===== config.mk =====
export PLATFORM = sky130hd
export DESIGN_NAME = dpf_prefetch
export DESIGN_NICKNAME = d
export VERILOG_FILES = /design/src/rtl/dpf_pkg.sv /design/src/rtl/dpf_fifo_ctl.sv /design/src/rtl/dpf_span.sv /design/src/rtl/dpf_prefetch.sv
export SDC_FILE = /design/constraint.sdc
export NUM_CORES = 2
export LEC_CHECK = 0
export CORE_ASPECT_RATIO = 0.7
export CORE_MARGIN = 10
export CORE_UTILIZATION = 30
export CTS_CLUSTER_SIZE = 30
export DETAILED_ROUTE_END_ITERATION = 8
export PLACE_DENSITY = 0.53
export SLEW_MARGIN = 5
export SYNTH_ARGS = -nofsm -noshare
export SYNTH_HDL_FRONTEND = slang
export SYNTH_HIERARCHICAL = 1
export SYNTH_SLANG_ARGS = --single-unit

===== constraint.sdc =====
create_clock -name clk -period 13.3 [get_ports clk]
set_clock_uncertainty 0.1 [all_clocks]
set_input_delay 2.66 -clock clk [delete_from_list [all_inputs] [get_ports clk]]
set_output_delay 2.66 -clock clk [all_outputs]
set_load 0.02 [all_outputs]

===== src/rtl/dpf_pkg.sv =====
// Shared types for the descriptor prefetch cache.
// Assumes: nothing beyond the standard language.
package dpf_pkg;
    typedef enum logic [1:0] {
        ST_IDLE = 2'd0,
        ST_REQ  = 2'd1,
        ST_DATA = 2'd2
    } dpf_state_t;

    localparam int STAT_LG_DONE = 0;
    localparam int STAT_SM_DONE = 1;
    localparam int STAT_LG_ERR  = 2;
    localparam int STAT_SM_ERR  = 3;
endpackage


===== src/rtl/dpf_fifo_ctl.sv =====
// Pointer and count keeper for one FIFO that lives in a window of a shared
// store. The window starts at 'base' and is 'cap' entries long.
// Assumes: the caller never pushes into a full window, and 'cap' only
// changes while 'flush' is high.
module dpf_fifo_ctl #(
    parameter int DEPTH = 16,
    parameter int CNT_W = $clog2(DEPTH + 1),
    parameter int PTR_W = $clog2(DEPTH)
) (
    input  logic             clk,
    input  logic             rst_n,
    input  logic             flush,
    input  logic [PTR_W-1:0] base,
    input  logic [CNT_W-1:0] cap,
    input  logic             push,
    input  logic             pop,
    output logic [PTR_W-1:0] wr_idx,
    output logic [PTR_W-1:0] rd_idx,
    output logic [CNT_W-1:0] count
);
    logic [PTR_W-1:0] wr_off, rd_off;
    logic             pop_ok, push_ok;

    function automatic logic [PTR_W-1:0] step(input logic [PTR_W-1:0] off,
                                              input logic [CNT_W-1:0] lim);
        if (CNT_W'(off) + CNT_W'(1) == lim) return '0;
        return off + PTR_W'(1);
    endfunction

    // Accept pops only when data is present and pushes only when there is room.
    assign pop_ok  = pop && (count != '0);
    assign push_ok = push && (count != cap);

    // Move the offsets and the occupancy count.
    always_ff @(posedge clk) begin
        if (!rst_n || flush) begin
            wr_off <= '0;
            rd_off <= '0;
            count  <= '0;
        end else begin
            if (push_ok) wr_off <= step(wr_off, cap);
            if (pop_ok)  rd_off <= step(rd_off, cap);
            if (push_ok && !pop_ok)      count <= count + CNT_W'(1);
            else if (pop_ok && !push_ok) count <= count - CNT_W'(1);
        end
    end

    assign wr_idx = base + wr_off;
    assign rd_idx = base + rd_off;
endmodule


===== src/rtl/dpf_span.sv =====
// Host-queue arithmetic for one circular queue. It gives the number of
// descriptors that can be read in one straight run from the read pointer
// (stopping at the host write pointer or at the queue end), and the read
// pointer after 'adv' descriptors have been read.
// Assumes: rd, wr and q_start lie within q_start..q_end, and adv never
// exceeds the run.
module dpf_span #(
    parameter int IDX_W = 12,
    parameter int LEN_W = 5
) (
    input  logic [IDX_W-1:0] q_start,
    input  logic [IDX_W-1:0] q_end,
    input  logic [IDX_W-1:0] rd,
    input  logic [IDX_W-1:0] wr,
    input  logic [LEN_W-1:0] adv,
    output logic [IDX_W:0]   run,
    output logic [IDX_W-1:0] rd_next
);
    logic [IDX_W:0] sum;

    // Straight-run length up to the host pointer or the queue end.
    always_comb begin
        if (wr >= rd) run = {1'b0, wr} - {1'b0, rd};
        else          run = {1'b0, q_end} + (IDX_W+1)'(1) - {1'b0, rd};
    end

    // Advanced pointer, wrapping to the start past the end.
    always_comb begin
        sum     = {1'b0, rd} + (IDX_W+1)'(adv);
        rd_next = (sum > {1'b0, q_end}) ? q_start : sum[IDX_W-1:0];
    end
endmodule


===== src/rtl/dpf_prefetch.sv =====
// Receive descriptor prefetch cache. It keeps a shared store of DEPTH
// descriptors. The store is one FIFO for the large queue, or two half-size
// FIFOs when a small queue is configured. Each FIFO is refilled by burst
// reads from a host circular queue.
// Assumes: pf_en is held low for at least one cycle after reset and while
// the configuration changes, and memory responses arrive only for the
// accepted request, one descriptor per beat.
module dpf_prefetch
    import dpf_pkg::*;
#(
    parameter int IDX_W      = 12,
    parameter int DESC_W     = 64,
    parameter int DEPTH      = 16,
    parameter int LEN_W      = $clog2(DEPTH + 1),
    parameter int LWM_SINGLE = 4,
    parameter int LWM_DUAL   = 2
) (
    input  logic              clk,
    input  logic              rst_n,
    input  logic              pf_en,
    input  logic [IDX_W-1:0]  cfg_lg_start,
    input  logic [IDX_W-1:0]  cfg_lg_end,
    input  logic [IDX_W-1:0]  cfg_sm_start,
    input  logic [IDX_W-1:0]  cfg_q_end,
    input  logic [IDX_W-1:0]  host_wr_lg,
    input  logic [IDX_W-1:0]  host_wr_sm,
    output logic              req_valid,
    input  logic              req_ready,
    output logic              req_queue,
    output logic [IDX_W-1:0]  req_addr,
    output logic [LEN_W-1:0]  req_len,
    input  logic              rsp_valid,
    input  logic [DESC_W-1:0] rsp_data,
    input  logic              pop_lg,
    output logic              lg_valid,
    output logic [DESC_W-1:0] lg_desc,
    input  logic              pop_sm,
    output logic              sm_valid,
    output logic [DESC_W-1:0] sm_desc,
    output logic [3:0]        stat,
    input  logic [3:0]        stat_clr,
    input  logic [3:0]        irq_en,
    output logic              irq
);
    localparam int HALF  = DEPTH / 2;
    localparam int PTR_W = $clog2(DEPTH);

    dpf_state_t        st;
    logic              cur_q;
    logic [IDX_W-1:0]  rd_lg, rd_sm, addr_r, nxt_lg, nxt_sm;
    logic [LEN_W-1:0]  len_r, left, cnt_lg, cnt_sm, cap_lg, lwm, free_lg, free_sm;
    logic [IDX_W:0]    run_lg, run_sm;
    logic [PTR_W-1:0]  widx_lg, ridx_lg, widx_sm, ridx_sm;
    logic              dual, idle, due_lg, due_sm, go_lg, go_sm, err_lg, err_sm;
    logic              beat, last;
    logic [3:0]        stat_r, stat_set;
    logic [DESC_W-1:0] store [DEPTH];

    function automatic logic [LEN_W-1:0] clamp(input logic [IDX_W:0] run,
                                               input logic [LEN_W-1:0] room);
        if (run < (IDX_W+1)'(room)) return LEN_W'(run);
        return room;
    endfunction

    // Mode, capacity and refill decisions for both queues.
    always_comb begin
        dual    = (cfg_sm_start != cfg_q_end);
        cap_lg  = dual ? LEN_W'(HALF) : LEN_W'(DEPTH);
        lwm     = dual ? LEN_W'(LWM_DUAL) : LEN_W'(LWM_SINGLE);
        free_lg = cap_lg - cnt_lg;
        free_sm = LEN_W'(HALF) - cnt_sm;
        idle    = (st == ST_IDLE);
        due_lg  = pf_en && idle && (cnt_lg <= lwm);
        due_sm  = pf_en && idle && dual && (cnt_sm <= lwm);
        go_lg   = due_lg && (run_lg != '0);
        go_sm   = due_sm && (run_sm != '0) && !go_lg;
        err_lg  = due_lg && (run_lg == '0);
        err_sm  = due_sm && (run_sm == '0);
        beat    = (st == ST_DATA) && rsp_valid;
        last    = beat && (left == LEN_W'(1));
    end

    dpf_span #(.IDX_W(IDX_W), .LEN_W(LEN_W)) u_span_lg (
        .q_start(cfg_lg_start), .q_end(cfg_lg_end), .rd(rd_lg), .wr(host_wr_lg),
        .adv(len_r), .run(run_lg), .rd_next(nxt_lg)
    );

    dpf_span #(.IDX_W(IDX_W), .LEN_W(LEN_W)) u_span_sm (
        .q_start(cfg_sm_start), .q_end(cfg_q_end), .rd(rd_sm), .wr(host_wr_sm),
        .adv(len_r), .run(run_sm), .rd_next(nxt_sm)
    );

    dpf_fifo_ctl #(.DEPTH(DEPTH), .CNT_W(LEN_W), .PTR_W(PTR_W)) u_fifo_lg (
        .clk(clk), .rst_n(rst_n), .flush(!pf_en), .base('0), .cap(cap_lg),
        .push(beat && !cur_q), .pop(pop_lg),
        .wr_idx(widx_lg), .rd_idx(ridx_lg), .count(cnt_lg)
    );

    dpf_fifo_ctl #(.DEPTH(DEPTH), .CNT_W(LEN_W), .PTR_W(PTR_W)) u_fifo_sm (
        .clk(clk), .rst_n(rst_n), .flush(!pf_en), .base(PTR_W'(HALF)),
        .cap(LEN_W'(HALF)), .push(beat && cur_q), .pop(pop_sm),
        .wr_idx(widx_sm), .rd_idx(ridx_sm), .count(cnt_sm)
    );

    // Request sequencer: choose a queue, hold the request, count the beats.
    always_ff @(posedge clk) begin
        if (!rst_n) begin
            st     <= ST_IDLE;
            cur_q  <= 1'b0;
            addr_r <= '0;
            len_r  <= '0;
            left   <= '0;
        end else if (!pf_en) begin
            st <= ST_IDLE;
        end else begin
            case (st)
                ST_IDLE: begin
                    if (go_lg) begin
                        st     <= ST_REQ;
                        cur_q  <= 1'b0;
                        addr_r <= rd_lg;
                        len_r  <= clamp(run_lg, free_lg);
                        left   <= clamp(run_lg, free_lg);
                    end else if (go_sm) begin
                        st     <= ST_REQ;
                        cur_q  <= 1'b1;
                        addr_r <= rd_sm;
                        len_r  <= clamp(run_sm, free_sm);
                        left   <= clamp(run_sm, free_sm);
                    end
                end
                ST_REQ: if (req_ready) st <= ST_DATA;
                ST_DATA: begin
                    if (beat) left <= left - LEN_W'(1);
                    if (last) st <= ST_IDLE;
                end
                default: st <= ST_IDLE;
            endcase
        end
    end

    // Read pointers: reload while disabled, advance after a finished burst.
    always_ff @(posedge clk) begin
        if (!rst_n) begin
            rd_lg <= '0;
            rd_sm <= '0;
        end else if (!pf_en) begin
            rd_lg <= cfg_lg_start;
            rd_sm <= cfg_sm_start;
        end else if (last) begin
            if (cur_q) rd_sm <= nxt_sm;
            else       rd_lg <= nxt_lg;
        end
    end

    // Shared descriptor store, written one beat at a time.
    always_ff @(posedge clk) begin
        if (beat) store[cur_q ? widx_sm : widx_lg] <= rsp_data;
    end

    // Sticky status flags; a new event wins over a clear in the same cycle.
    always_comb begin
        stat_set               = '0;
        stat_set[STAT_LG_DONE] = last && !cur_q;
        stat_set[STAT_SM_DONE] = last && cur_q;
        stat_set[STAT_LG_ERR]  = err_lg;
        stat_set[STAT_SM_ERR]  = err_sm;
    end

    always_ff @(posedge clk) begin
        if (!rst_n) stat_r <= '0;
        else        stat_r <= (stat_r & ~stat_clr) | stat_set;
    end

    assign req_valid = (st == ST_REQ);
    assign req_queue = cur_q;
    assign req_addr  = addr_r;
    assign req_len   = len_r;
    assign lg_valid  = (cnt_lg != '0);
    assign sm_valid  = (cnt_sm != '0);
    assign lg_desc   = store[ridx_lg];
    assign sm_desc   = store[ridx_sm];
    assign stat      = stat_r;
    assign irq       = |(stat_r & irq_en);
endmodule


==> run summary <==
For the max-slew violation total from the final report, the log shows 0. The number of global-route vias before repair came out at 33026. The via count normalized by instance count was 5.30; the clock-pin slew reported for the worst setup and hold paths after clock tree synthesis was 0.06 ns. Counting flops with a built-in enable in the synthesized netlist gives 1024. The proportion of synthesized flip-flops having asynchronous set or reset was 0; the mean instance size in the synthesized netlist was 18.2 um2. The y dimension of the die was 381 um; the met2 demand-to-capacity share in global routing was 0.254. The post-CTS setup buffer count was 0; the buffers plus inverters on the worst setup path was 3.

Share of layout cells above drive strength 1: 0.266. The relative slew slack is 0.271. The total routed wirelength was 164 mm; the maximum fanout count along the critical path was 40. Final weighted congestion of routability-driven global placement: 0.798. The post-route DRC violation count came out at 0. Among cell families on the critical path, the largest total delay comes from buffers and inverters. The static leakage power is 21.3 nW. The global routing stage identified its most utilized layer as met2. On the worst path, the slowest cell contributes a delay of 0.81 ns. Counting distinct cell types in the post-synthesis netlist gives 80.

The worst path in the final design needs a cycle of 8.08 ns, including I/O delays and setup. The master of the slowest instance on the critical path is sky130_fd_sc_hd__buf_4. The run gives 132 as the number of standard-cell rows in the floorplan. The synthesized design spends more area on one cell type than any other, namely sky130_fd_sc_hd__edfxtp_1. The run finished with clean final reports. For the number of clock buffers inserted by TritonCTS, the log shows 113. The tool flagged a number of max-cap violations equal to 0.

For the required time at the endpoint of the critical path, the log shows 10.54 ns. Pin placement for this block handled 305 I/O pins. The number of antenna violations at the first check in global routing was 20; the clock net sink count was 1103. After floorplanning, the core was sized to cover 185000 um2.

Iteration-0 DRC count of the detailed router: 2909. Initial cell density of the core: 0.302. The global routing usage on met1 was 0.220; the tightest hold margin was 0.410 ns. The remaining antenna violation count was 0; the area of the die was 204000 um2.

The run gives 3 as the count of H-tree levels built during CTS. The fraction of synthesized cell area taken by the top area cell type was 0.550; the share of the clock period used by the worst path was 0.608. Power per unit of standard cell area: 125 nW/um2.

Once the clock tree was built, the resizer swapped 0 gates to a different size. The first detailed-routing pass ran for 9 iterations. At the end of the flow, the number of nets in the layout was 3730. The portion of the post-synthesis area used by sequential elements was 0.579. The cell area that synthesis handed to floorplanning was 55900 um2. Setup violations remaining at the end of the flow were counted as 0. Setup repair after global routing left no endpoint under its margin. For this run the aggregate overflow at the end of global routing stands at 0. At the later pin of the worst-skew pair, clock insertion delay measures 0.74 ns. The most used flip-flop cell after synthesis is sky130_fd_sc_hd__edfxtp_1.

Yosys printed 6 warnings. Timing would allow up to 124 MHz. TritonCTS built the clock tree. The final routed wire length divided by cell count came out at 27.4 um.

The signal on the critical path passes through ha_4 -> buf_4 -> buf_4 -> mux4_2 -> mux4_2 -> clkdlybuf4s50_1. The run gives 3 as the maximum buffer depth of the clock tree. The worst setup path is launched from a register. The first global-routing pass estimated 240 mm of wire. The area overhead of the layout relative to synthesis came out at 17.9%. The horizontal extent of the die came out at 536 um. In this run, synthesis produced a sequential element count of 1103.

Detailed placement finished with a half-perimeter wire length of 97.2 mm. The min-delay analysis places its worst path in the category reg2reg. During placement, the flow inserted port buffers numbering 304. Across all layers, the routed design uses 31818 vias. The critical path is of the reg2out type.

The slew at the pin with the worst max-slew slack works out to 1.09 ns. Entering global routing, the biggest net connects 141 pins. STA puts the critical path data arrival time at 5.32 ns.

In the final timing run, aggregate negative setup slack is 0 ns. By area the synthesized netlist is led by sky130_fd_sc_hd__edfxtp_1 (55%), sky130_fd_sc_hd__mux4_2 (26%), sky130_fd_sc_hd__ha_1 (3.2%), sky130_fd_sc_hd__dfxtp_1 (2.8%), sky130_fd_sc_hd__xnor2_1 (1.2%). Counting the fill cells in the layout gives 17392.

The overall routing resource usage was 0.157; the cell count after synthesis was 3073. The final number of hold-violating endpoints was 0; the worst IR drop on VDD was 0.132 mV. The cell at the root of the clock tree was sky130_fd_sc_hd__clkbuf_16. The number of buffers added to fix hold violations after cts is 0. The endpoint kind of the worst setup timing path was an output pin.

The tools report the met3 global-route usage as 0.0299.
-- logic make-up after synthesis --
group                      after synthesis  synth area share
AOI/OAI and AO/OA                      296            0.0369
xor gates and xnor gates               111            0.0174
adders and majority gates              157            0.0368
buffers and inverters                  308            0.0228
DFF                                   1103             0.579
muxes                                  722             0.274
other                                    2          0.000134
and+or+nand+nor                        374            0.0338
-- path summary, 6_finish.rpt --
kind / from / end / slack, ns / cells past startpoint
worst max-delay path: u_fifo_lg/rd_off[0] / lg_desc[57] / 5.22 / 6
worst min-delay path: u_fifo_sm/rd_off[1] / u_fifo_sm/rd_off[1] / 0.41 / 2
worst max register to register: rd_lg[1] / left[1] / 8.05 / 14
worst min register to register: u_fifo_sm/rd_off[1] / u_fifo_sm/rd_off[1] / 0.41 / 2
-- registers in the layout (all words and copies together) (netlist names) --
name              flops
store              1024
rd_lg                12
rd_sm                12
req_addr             12
left                  5
req_len               5
u_fifo_lg/count       5
u_fifo_sm/count       5
stat                  4
u_fifo_lg/rd_off      4
u_fifo_lg/wr_off      4
u_fifo_sm/rd_off      4
u_fifo_sm/wr_off      4
st                    2
req_queue             1
-- worst register-to-register path: cells and delay by family, from the launching register on --
| kind | cells | cell delay [ns] |
|---|---|---|
| mux | 2 | 0.77 |
| flops | 1 | 0.57 |
| compound gates | 5 | 1.54 |
| fa+ha+maj | 1 | 0.34 |
| buf+inv | 1 | 0.19 |
| simple gates | 5 | 1.64 |
-- cells in the mapped netlist (all sizes together), types with 4 or more instances --
cell,count
a31oi,10
nor2b,35
a311o,6
nor3b,8
o41ai,6
and2,4
nor4,9
nand3,40
o21ai,55
mux2,28
dfxtp,79
a32oi,5
buf,91
nand2b,8
xor2,37
o21a,11
nor2,112
or3,6
mux2i,54
o31ai,6
or4,10
o21bai,6
nand2,77
and3,13
a211o,5
o32ai,4
o31a,6
edfxtp,1024
nand3b,5
fa,12
a211oi,49
ha,145
inv,124
nor3,16
nand4,21
a21o,20
xnor2,74
a21oi,72
mux4,640
a41oi,4
clkbuf,92
-- stage by stage --
stage	cells	total power, mW	setup slack, ns	utilization	area [um2]
6_report	6001	8.21	5.22	0.356	65900
5_1_grt	6000	8.53	4.72	0.356	65900
4_1_cts	5993	8.31	4.90	0.356	65900
3_5_place_dp	5786	5.02	5.48	0.336	62100
3_3_place_gp	5786	5.03	5.50	0.336	62100
2_1_floorplan	3126	4.60	7.00	-	56100
-- report_power, final --
part	internal, mW	switching [mW]
clock	1.87	1.39
sequential	3.80	0.0217
combinational	0.513	0.606
-- cells in the final DEF (no fill, tap or decap), types with 37 or more instances in the layout --
cell type,Yosys,final
sky130_fd_sc_hd__edfxtp_1,1024,1024
sky130_fd_sc_hd__mux4_2,640,640
sky130_fd_sc_hd__clkdlybuf4s50_1,0,303
sky130_fd_sc_hd__ha_1,145,143
sky130_fd_sc_hd__inv_1,121,119
sky130_fd_sc_hd__clkbuf_16,0,113
sky130_fd_sc_hd__nor2_1,111,95
sky130_fd_sc_hd__dfxtp_1,79,79
sky130_fd_sc_hd__nand2_1,77,77
sky130_fd_sc_hd__a21oi_1,72,72
sky130_fd_sc_hd__xnor2_1,74,70
sky130_fd_sc_hd__buf_4,1,57
sky130_fd_sc_hd__conb_1,2,55
sky130_fd_sc_hd__mux2i_1,54,54
sky130_fd_sc_hd__a211oi_1,49,49
sky130_fd_sc_hd__o21ai_0,46,46
sky130_fd_sc_hd__xor2_1,37,37
sky130_fd_sc_hd__nand3_1,37,37
-- layout make-up --
type                       instances  area (um2)  share of cell area
tap                             2479        3100              0.0471
sequential                      1103       32300               0.491
timing repair buffer             364        3530              0.0535
inverter                         125         484             0.00735
multi-input combinational       1715       22600               0.344
antenna                            8        20.0            0.000304
clock inverter                    75         872              0.0132
clock buffer                     132        2900              0.0440
-- routing by layer --
layer / wire length, um / vias up
met5: 82 / -
met4: 3540 / 10
met3: 9040 / 209
met2: 78400 / 909
met1: 73200 / 17087
li1: - / 13603
Note: power is estimated with default switching activity, not from simulation.
